## config.mk

```make
export PLATFORM = sky130hd
export DESIGN_NAME = membus_arb
export DESIGN_NICKNAME = d
export VERILOG_FILES = /design/src/rtl/membus_arb_pkg.sv /design/src/rtl/arb_slot_timer.sv /design/src/rtl/arb_pick.sv /design/src/rtl/membus_arb.sv
export SDC_FILE = /design/constraint.sdc
export NUM_CORES = 1
export LEC_CHECK = 0
export BUFFER_PORTS_ARGS = -buffer_cell sky130_fd_sc_hd__buf_4
export CELL_PAD_IN_SITES_DETAIL_PLACEMENT = 0
export CELL_PAD_IN_SITES_GLOBAL_PLACEMENT = 1
export CORE_AREA = 8 8 45 47
export CTS_CLUSTER_SIZE = 24
export DETAILED_ROUTE_END_ITERATION = 16
export DIE_AREA = 0 0 53 55
export GPL_ROUTABILITY_DRIVEN = 0
export HOLD_SLACK_MARGIN = 0.06
export PLACE_DENSITY_LB_ADDON = 0.1
export SLEW_MARGIN = 10
export SYNTH_ARGS = -nofsm -noshare
export SYNTH_HDL_FRONTEND = slang
export SYNTH_SLANG_ARGS = --single-unit
```

## constraint.sdc

```tcl
create_clock -name clk -period 1.8 [get_ports clk]
set_input_delay 0.27 -clock clk [delete_from_list [all_inputs] [get_ports clk]]
set_output_delay 0.27 -clock clk [all_outputs]
set_load 0.05 [all_outputs]
```

## src/rtl/membus_arb_pkg.sv

```systemverilog
package membus_arb_pkg;

    typedef enum logic [1:0] {
        SRC_NONE     = 2'b00,
        SRC_DEMAND   = 2'b01,
        SRC_PREFETCH = 2'b10
    } src_e;

    typedef struct packed {
        logic dmd;
        logic pf;
        src_e src;
    } grant_t;

    // Fixed-priority selection for one free slot
    function automatic grant_t pick_grant(input logic dmd_req,
                                          input logic pf_valid,
                                          input logic free);
        grant_t g;
        g = '{dmd: 1'b0, pf: 1'b0, src: SRC_NONE};
        if (free) begin
            if (dmd_req) begin
                g.dmd = 1'b1;
                g.src = SRC_DEMAND;
            end else if (pf_valid) begin
                g.pf  = 1'b1;
                g.src = SRC_PREFETCH;
            end
        end
        return g;
    endfunction

endpackage

```

## src/rtl/arb_slot_timer.sv

```systemverilog
module arb_slot_timer #(
    parameter int SLOT_CYCLES = 20
) (
    input  logic clk,
    input  logic rst,
    input  logic take,
    output logic busy
);
    localparam int CNT_W = (SLOT_CYCLES > 2) ? $clog2(SLOT_CYCLES) : 1;
    localparam logic [CNT_W-1:0] LOAD = CNT_W'(SLOT_CYCLES - 1);

    logic [CNT_W-1:0] cnt;

    always_ff @(posedge clk) begin
        if (rst)
            cnt <= '0;
        else if (take)
            cnt <= LOAD;
        else if (cnt != '0)
            cnt <= cnt - 1'b1;
    end

    assign busy = (cnt != '0);

    // a slot can only be taken while it is free
    a_r9_take_when_free: assert property (@(posedge clk) disable iff (rst)
        take |-> !busy);

    // an occupied slot only counts down, it is never reloaded
    a_r6_no_preempt: assert property (@(posedge clk) disable iff (rst)
        busy |=> (CNT_W'(cnt + 1'b1) == $past(cnt)));

endmodule

```

## src/rtl/arb_pick.sv

```systemverilog
module arb_pick
    import membus_arb_pkg::*;
(
    input  logic   clk,
    input  logic   rst,
    input  logic   dmd_req,
    input  logic   pf_req,
    input  logic   pf_l2_hit,
    input  logic   free,
    output grant_t gnt
);
    logic pf_valid;

    assign pf_valid = pf_req && !pf_l2_hit;
    assign gnt      = pick_grant(dmd_req, pf_valid, free);

    // never two grants at once
    a_r3_one_grant: assert property (@(posedge clk) disable iff (rst)
        !(gnt.dmd && gnt.pf));

    // a prefetch that hit in the secondary cache never reaches the bus
    a_r7_hit_masked: assert property (@(posedge clk) disable iff (rst)
        pf_l2_hit |-> !gnt.pf);

endmodule

```

## src/rtl/membus_arb.sv

```systemverilog
module membus_arb
    import membus_arb_pkg::*;
#(
    parameter int SLOT_CYCLES = 20
) (
    input  logic       clk,
    input  logic       rst,
    input  logic       dmd_req,
    input  logic       pf_req,
    input  logic       pf_l2_hit,
    output logic       dmd_gnt,
    output logic       pf_gnt,
    output logic [1:0] gnt_src,
    output logic       busy
);
    grant_t gnt;
    logic   take;

    arb_pick u_pick (
        .clk       (clk),
        .rst       (rst),
        .dmd_req   (dmd_req),
        .pf_req    (pf_req),
        .pf_l2_hit (pf_l2_hit),
        .free      (!busy),
        .gnt       (gnt)
    );

    assign take = gnt.dmd || gnt.pf;

    arb_slot_timer #(.SLOT_CYCLES(SLOT_CYCLES)) u_timer (
        .clk  (clk),
        .rst  (rst),
        .take (take),
        .busy (busy)
    );

    assign dmd_gnt = gnt.dmd;
    assign pf_gnt  = gnt.pf;
    assign gnt_src = gnt.src;

    // demand wins a free slot
    a_r5_demand_first: assert property (@(posedge clk) disable iff (rst)
        (dmd_req && !busy) |-> (dmd_gnt && !pf_gnt));

    // a grant occupies the slot on the next cycle
    a_r9_busy_after_grant: assert property (@(posedge clk) disable iff (rst)
        (dmd_gnt || pf_gnt) |=> busy);

    // tag follows the granted source
    a_r8_tag: assert property (@(posedge clk) disable iff (rst)
        (dmd_gnt |-> gnt_src == 2'b01) and (pf_gnt |-> gnt_src == 2'b10));

endmodule

```

After elaboration in Yosys (flattened, before gate mapping)
Index checks and enable logic that the tools add are counted.
- word-level logic and storage cells: 16
- output and inout port bits: 5
- input port bits: 5
- register bits: 5
- add/subtract/negate cells: 1
- mux-type cells: 7
- reductions and logical operators: 6
- operator list (operator ; count):
    $mux 5 ; 2
    $reduce_bool 5->1 ; 1
    $sub 5x1->5 const B ; 1
    $mux 4 ; 1
    $mux 3 ; 1
    $mux 1 ; 2
    $mux 2 ; 1
    $reduce_bool 2->1 ; 1
    $reduce_or 2->1 ; 1
    $logic_and 1x1->1 ; 1
    $logic_not 1->1 ; 1
    $logic_or 1x1->1 ; 1

Depth between registers and ports, before layout
- word-level depth: 7
- mapped depth: 6
- gate-level depth less buffers: 6

Hierarchy
A second synthesis with hierarchy kept.
- cell total of the unflattened synthesis: 29
- area, all modules: 277.8 um^2
- by module, submodules not included (module ; instances ; seq. area each (um^2) ; area an instance (um^2) ; cells each):
    arb_slot_timer ; 1 ; 100.1 ; 232.7 ; 23
    arb_pick ; 1 ; 0.0 ; 35.0 ; 4
    membus_arb ; 1 ; 0.0 ; 10.0 ; 2

Worst setup path after synthesis
OpenSTA, ideal clock, no wires.
- path type: reg-to-output
- start: register u_timer.cnt[0]
- end: output gnt_src[1]
- required time: 1.530 ns
- path slack: -1.204 ns
- arrival: 2.734 ns
- buffers on the path: 1
- stages on the path, launching flop included: 7
- path through: dfxtp_1 -> inv_1 -> ha_1 -> nor4b_4 -> inv_2 -> nor3b_1 -> buf_4
- cells in the longest elaborated chain, start to end: 2
- RTL lines (item ; line ; source):
    start, declared ; arb_slot_timer.sv:12 ; logic [CNT_W-1:0] cnt;
    start signal, assigned ; arb_slot_timer.sv:20 ; cnt <= cnt - 1'b1;
    $reduce_bool 5->1 ; arb_slot_timer.sv:23 ; assign busy = (cnt != '0);
    net busy ; membus_arb.sv:14 ; output logic busy
    $mux 4 ; membus_arb_pkg.sv:21 ; if (free) begin
    end, declared ; membus_arb.sv:13 ; output logic [1:0] gnt_src,
The timed path passes the listed nets, and every way through them passes these cells.

Worst setup path in the final report
- start: register u_timer.cnt[0]
- end: output gnt_src[1]
- cells in the longest elaborated chain, start to end: 2
- RTL lines (item ; line):
    $reduce_bool 5->1 ; arb_slot_timer.sv:23
    $mux 4 ; membus_arb_pkg.sv:21
No other way between the ends.

==> reports/metrics.yaml <==
synth:
  synth_fa_ha_area_frac: 0.0448
  syn_nets: 34
  synth_top_family_by_area: "simple AND/OR/NAND/NOR gates"
  yosys-top-cells-area: "dfxtp_1, nor4b_4, xnor2_1"
  synth_compound_area_frac: 0.135
  yosys-top-cells-count: "dfxtp_1, nor3_1, buf_4, inv_1, xnor2_1"
  synthMostInstantiatedCell: "dfxtp_1"
  synth-simple-area-share: 0.305
  syn_area_per_cell_sq_um: 9.96
  yosysTopAreaCell: "dfxtp_1"
  synth_cell_types: 19
  yosysWarnings: 0
  ys_seq_elements: 5
  synth_cells: 28
  synth_top_area_share: 0.359
  synthArstFlopShare: 0
  synth_xor_area_frac: 0.0628
  ys_seq_area_frac: 0.359
  synth_flop_cell: "dfxtp_1"
  synthMuxAreaShare: 0
  synth_edf_count: 0
  synth_area_sq_um: 279
clock_network:
  htreeDepth: 1
  cts-root-buf: "clkbuf_4"
  clk_path_buf_depth: 2
  cts_sinks: 5
  cts_made_buffers: 3
  path_clk_slew_ns: 0.04
  clock_latency_ns: 0.23
  cts_tree: "done"
layout:
  antennaDiodeCount: 0
  fin_nets: 55
  layout-drive-gt1-share: 0.646
  final_core_util: 0.371
  synthToLayoutAreaGrowth_pct: 83.9
  top_regs: "u_timer.cnt x5"
  fillers: 140
  largest_reg_flops: 5
  design_area_sq_um: 513
  regMostFlops: "u_timer.cnt"
global_route:
  grt_pass1_vias: 288
  grt_max_degree: 6
  gr-total-overflow: 0
  antenna_found_initial: 0
  grt_util_all_layers: 0.0586
  grt_pass1_wl_mm: 1.19
power:
  ir_drop_uv: 707
  leakage_nw: 0.223
  power_density_nw_per_um2: 2130
critical_path:
  path_buf_inv: 3
  slowest_delay_ns: 0.31
  crit_path_start: "u_timer.cnt[0]"
  worstPathArrival_ns: 1.59
  cp_max_fo: 2
  startpoint_type: "flip-flop"
  rr_startpoint: "u_timer.cnt[0]"
  reg2reg_slack_ns: 0.28
  r2r-end: "u_timer.cnt[0]"
  endpoint_kind: "output pin"
  worstPathRequired_ns: 1.53
  crit_slowest_cell: "dfxtp_2"
  r2r_cells: 7
  criticalPathCategory: "flip-flop to output pin"
  cp_cell_sequence: "inv_2 > ha_4 > nor4b_4 > bufinv_8 > nor3b_4 > buf_6"
  path_delay_family: "buffers and inverters"
  crit_end: "gnt_src[1]"
  crit_cells: 6
timing:
  hold_slack_ns: 0.239
  fin_crit_sh: 1.03
  finClkSkew_ns: 0.00406
  setup_tns_ns: -0.125
  fin_crit_ns: 1.86
  rsz0062_at_grt: "true"
  max_slew_margin: 0.785
  slew_viol_final: 0
  max_freq_mhz: 537
  worst_pin_slew_ns: 0.322
  fin_ws_ns: -0.0628
  hold_viol: 0
  finalSetupViolations: 2
floorplan:
  num_io_pins: 10
  dieArea_sq_um: 2920
  initial_core_util: 0.202
  die_h_microns: 55
  row_count: 14
  core_area_sq_um: 1380
  die_w_microns: 53
placement:
  dpl_cell_area_sq_um: 398
  portBuffers: 9
drt:
  drc_errors: 0
  drtAntennaViolNets: 0
  vias: 262
  drt_iter0_drc: 2
  wl_per_cell_microns: 10.7
  drt-vias-per-instance: 4.09
  dr.pass1.iters: 2
  finalWirelength_microns: 686
run:
  maxCapViolations: 0
outcome:
  status: "finished, violations left"
  violations: "negative setup slack"
hold_path:
  hp-class: "input pin to flip-flop"
[routing by layer]
metal	up-vias	wire length, microns	part of all wire	track usage
li1	135	-	-	-
met1	121	285	0.42	0.0550
met2	6	352	0.51	0.0938
met3	0	47	0.069	0.0294
met4	0	0	0	0.0517
met5	-	0	0	0
[per-stage QoR]
stage	instances	total power (W)	setup WS [ns]
after floorplan	28	0.000662	-0.322
after global placement	52	0.000787	0.124
after detailed placement	52	0.000789	0.103
after CTS	60	0.000993	-0.0834
after global routing	64	0.00117	-0.157
final	64	0.00109	-0.0628
[where the power goes]
group | internal, W | total (W) | switching (W)
Clock | 0.0000835 | 0.000124 | 0.0000406
Sequential | 0.000158 | 0.000202 | 0.0000439
Combinational | 0.000422 | 0.000768 | 0.000345
Total | 0.000664 | 0.00109 | 0.000430
[how the worst min path moves through the flow]
stage | from | to | slack, ns | depth (start not counted)
after floorplan | rst | u_timer.cnt[1] | 0.34 | 1
after global placement | rst | u_timer.cnt[1] | 0.48 | 2
after detailed placement | rst | u_timer.cnt[1] | 0.48 | 2
after CTS | rst | u_timer.cnt[1] | 0.23 | 2
after global routing | rst | u_timer.cnt[1] | 0.25 | 2
final | rst | u_timer.cnt[1] | 0.24 | 2
[kinds of logic (layout without fill, tap and decap cells)]
| family | count (synthesis) | count (layout) |
|---|---|---|
| AOI/OAI and AO/OA | 5 | 5 |
| xor gates and xnor gates | 2 | 2 |
| adders and majority gates | 1 | 1 |
| buffers and inverters | 5 | 25 |
| DFF | 5 | 5 |
| and+or+nand+nor | 10 | 10 |
[cell type report]
| type | instances | area [sq um] | area share |
|---|---|---|---|
| sequential | 5 | 101 | 0.198 |
| timing repair buffer | 18 | 161 | 0.315 |
| inverter | 3 | 25.0 | 0.0488 |
| clock buffer | 4 | 26.3 | 0.0512 |
| tap | 16 | 20.0 | 0.0390 |
| multi-input combinational | 18 | 179 | 0.349 |
[worst reg2reg max path, delay by kind of cell, from the launching register on]
family | cells | cell delay, ns
simple gates | 2 | 0.40
fa+ha+maj | 1 | 0.14
compound gates | 1 | 0.10
flops | 1 | 0.31
buf+inv | 3 | 0.46
[repair_timing]
item | 4_1_cts | 5_1_grt
setup endpoints to repair | 4 | 5
cloned | 0 | 0
resized for setup | 4 | 5
buffers inserted | 4 | 4
pin swaps | 2 | 0
hold buffers | 0 | 0
[cell usage in the layout (no fill, tap or decap), drive strengths merged]
| master | synthesis | final |
|---|---|---|
| ha | 1 | 1 |
| inv | 3 | 2 |
| nand2b | 1 | 1 |
| nor2b | 1 | 1 |
| bufinv | 0 | 1 |
| nor2 | 1 | 1 |
| buf | 2 | 18 |
| clkbuf | 0 | 4 |
| dfxtp | 5 | 5 |
| o21ai | 2 | 2 |
| xnor2 | 2 | 2 |
| a221oi | 1 | 1 |
| and2 | 1 | 1 |
| nor3 | 4 | 4 |
| nor4b | 1 | 1 |
| a21oi | 1 | 1 |
| a211oi | 1 | 1 |
| nor3b | 1 | 1 |
Power figures use the tool's default switching activity.
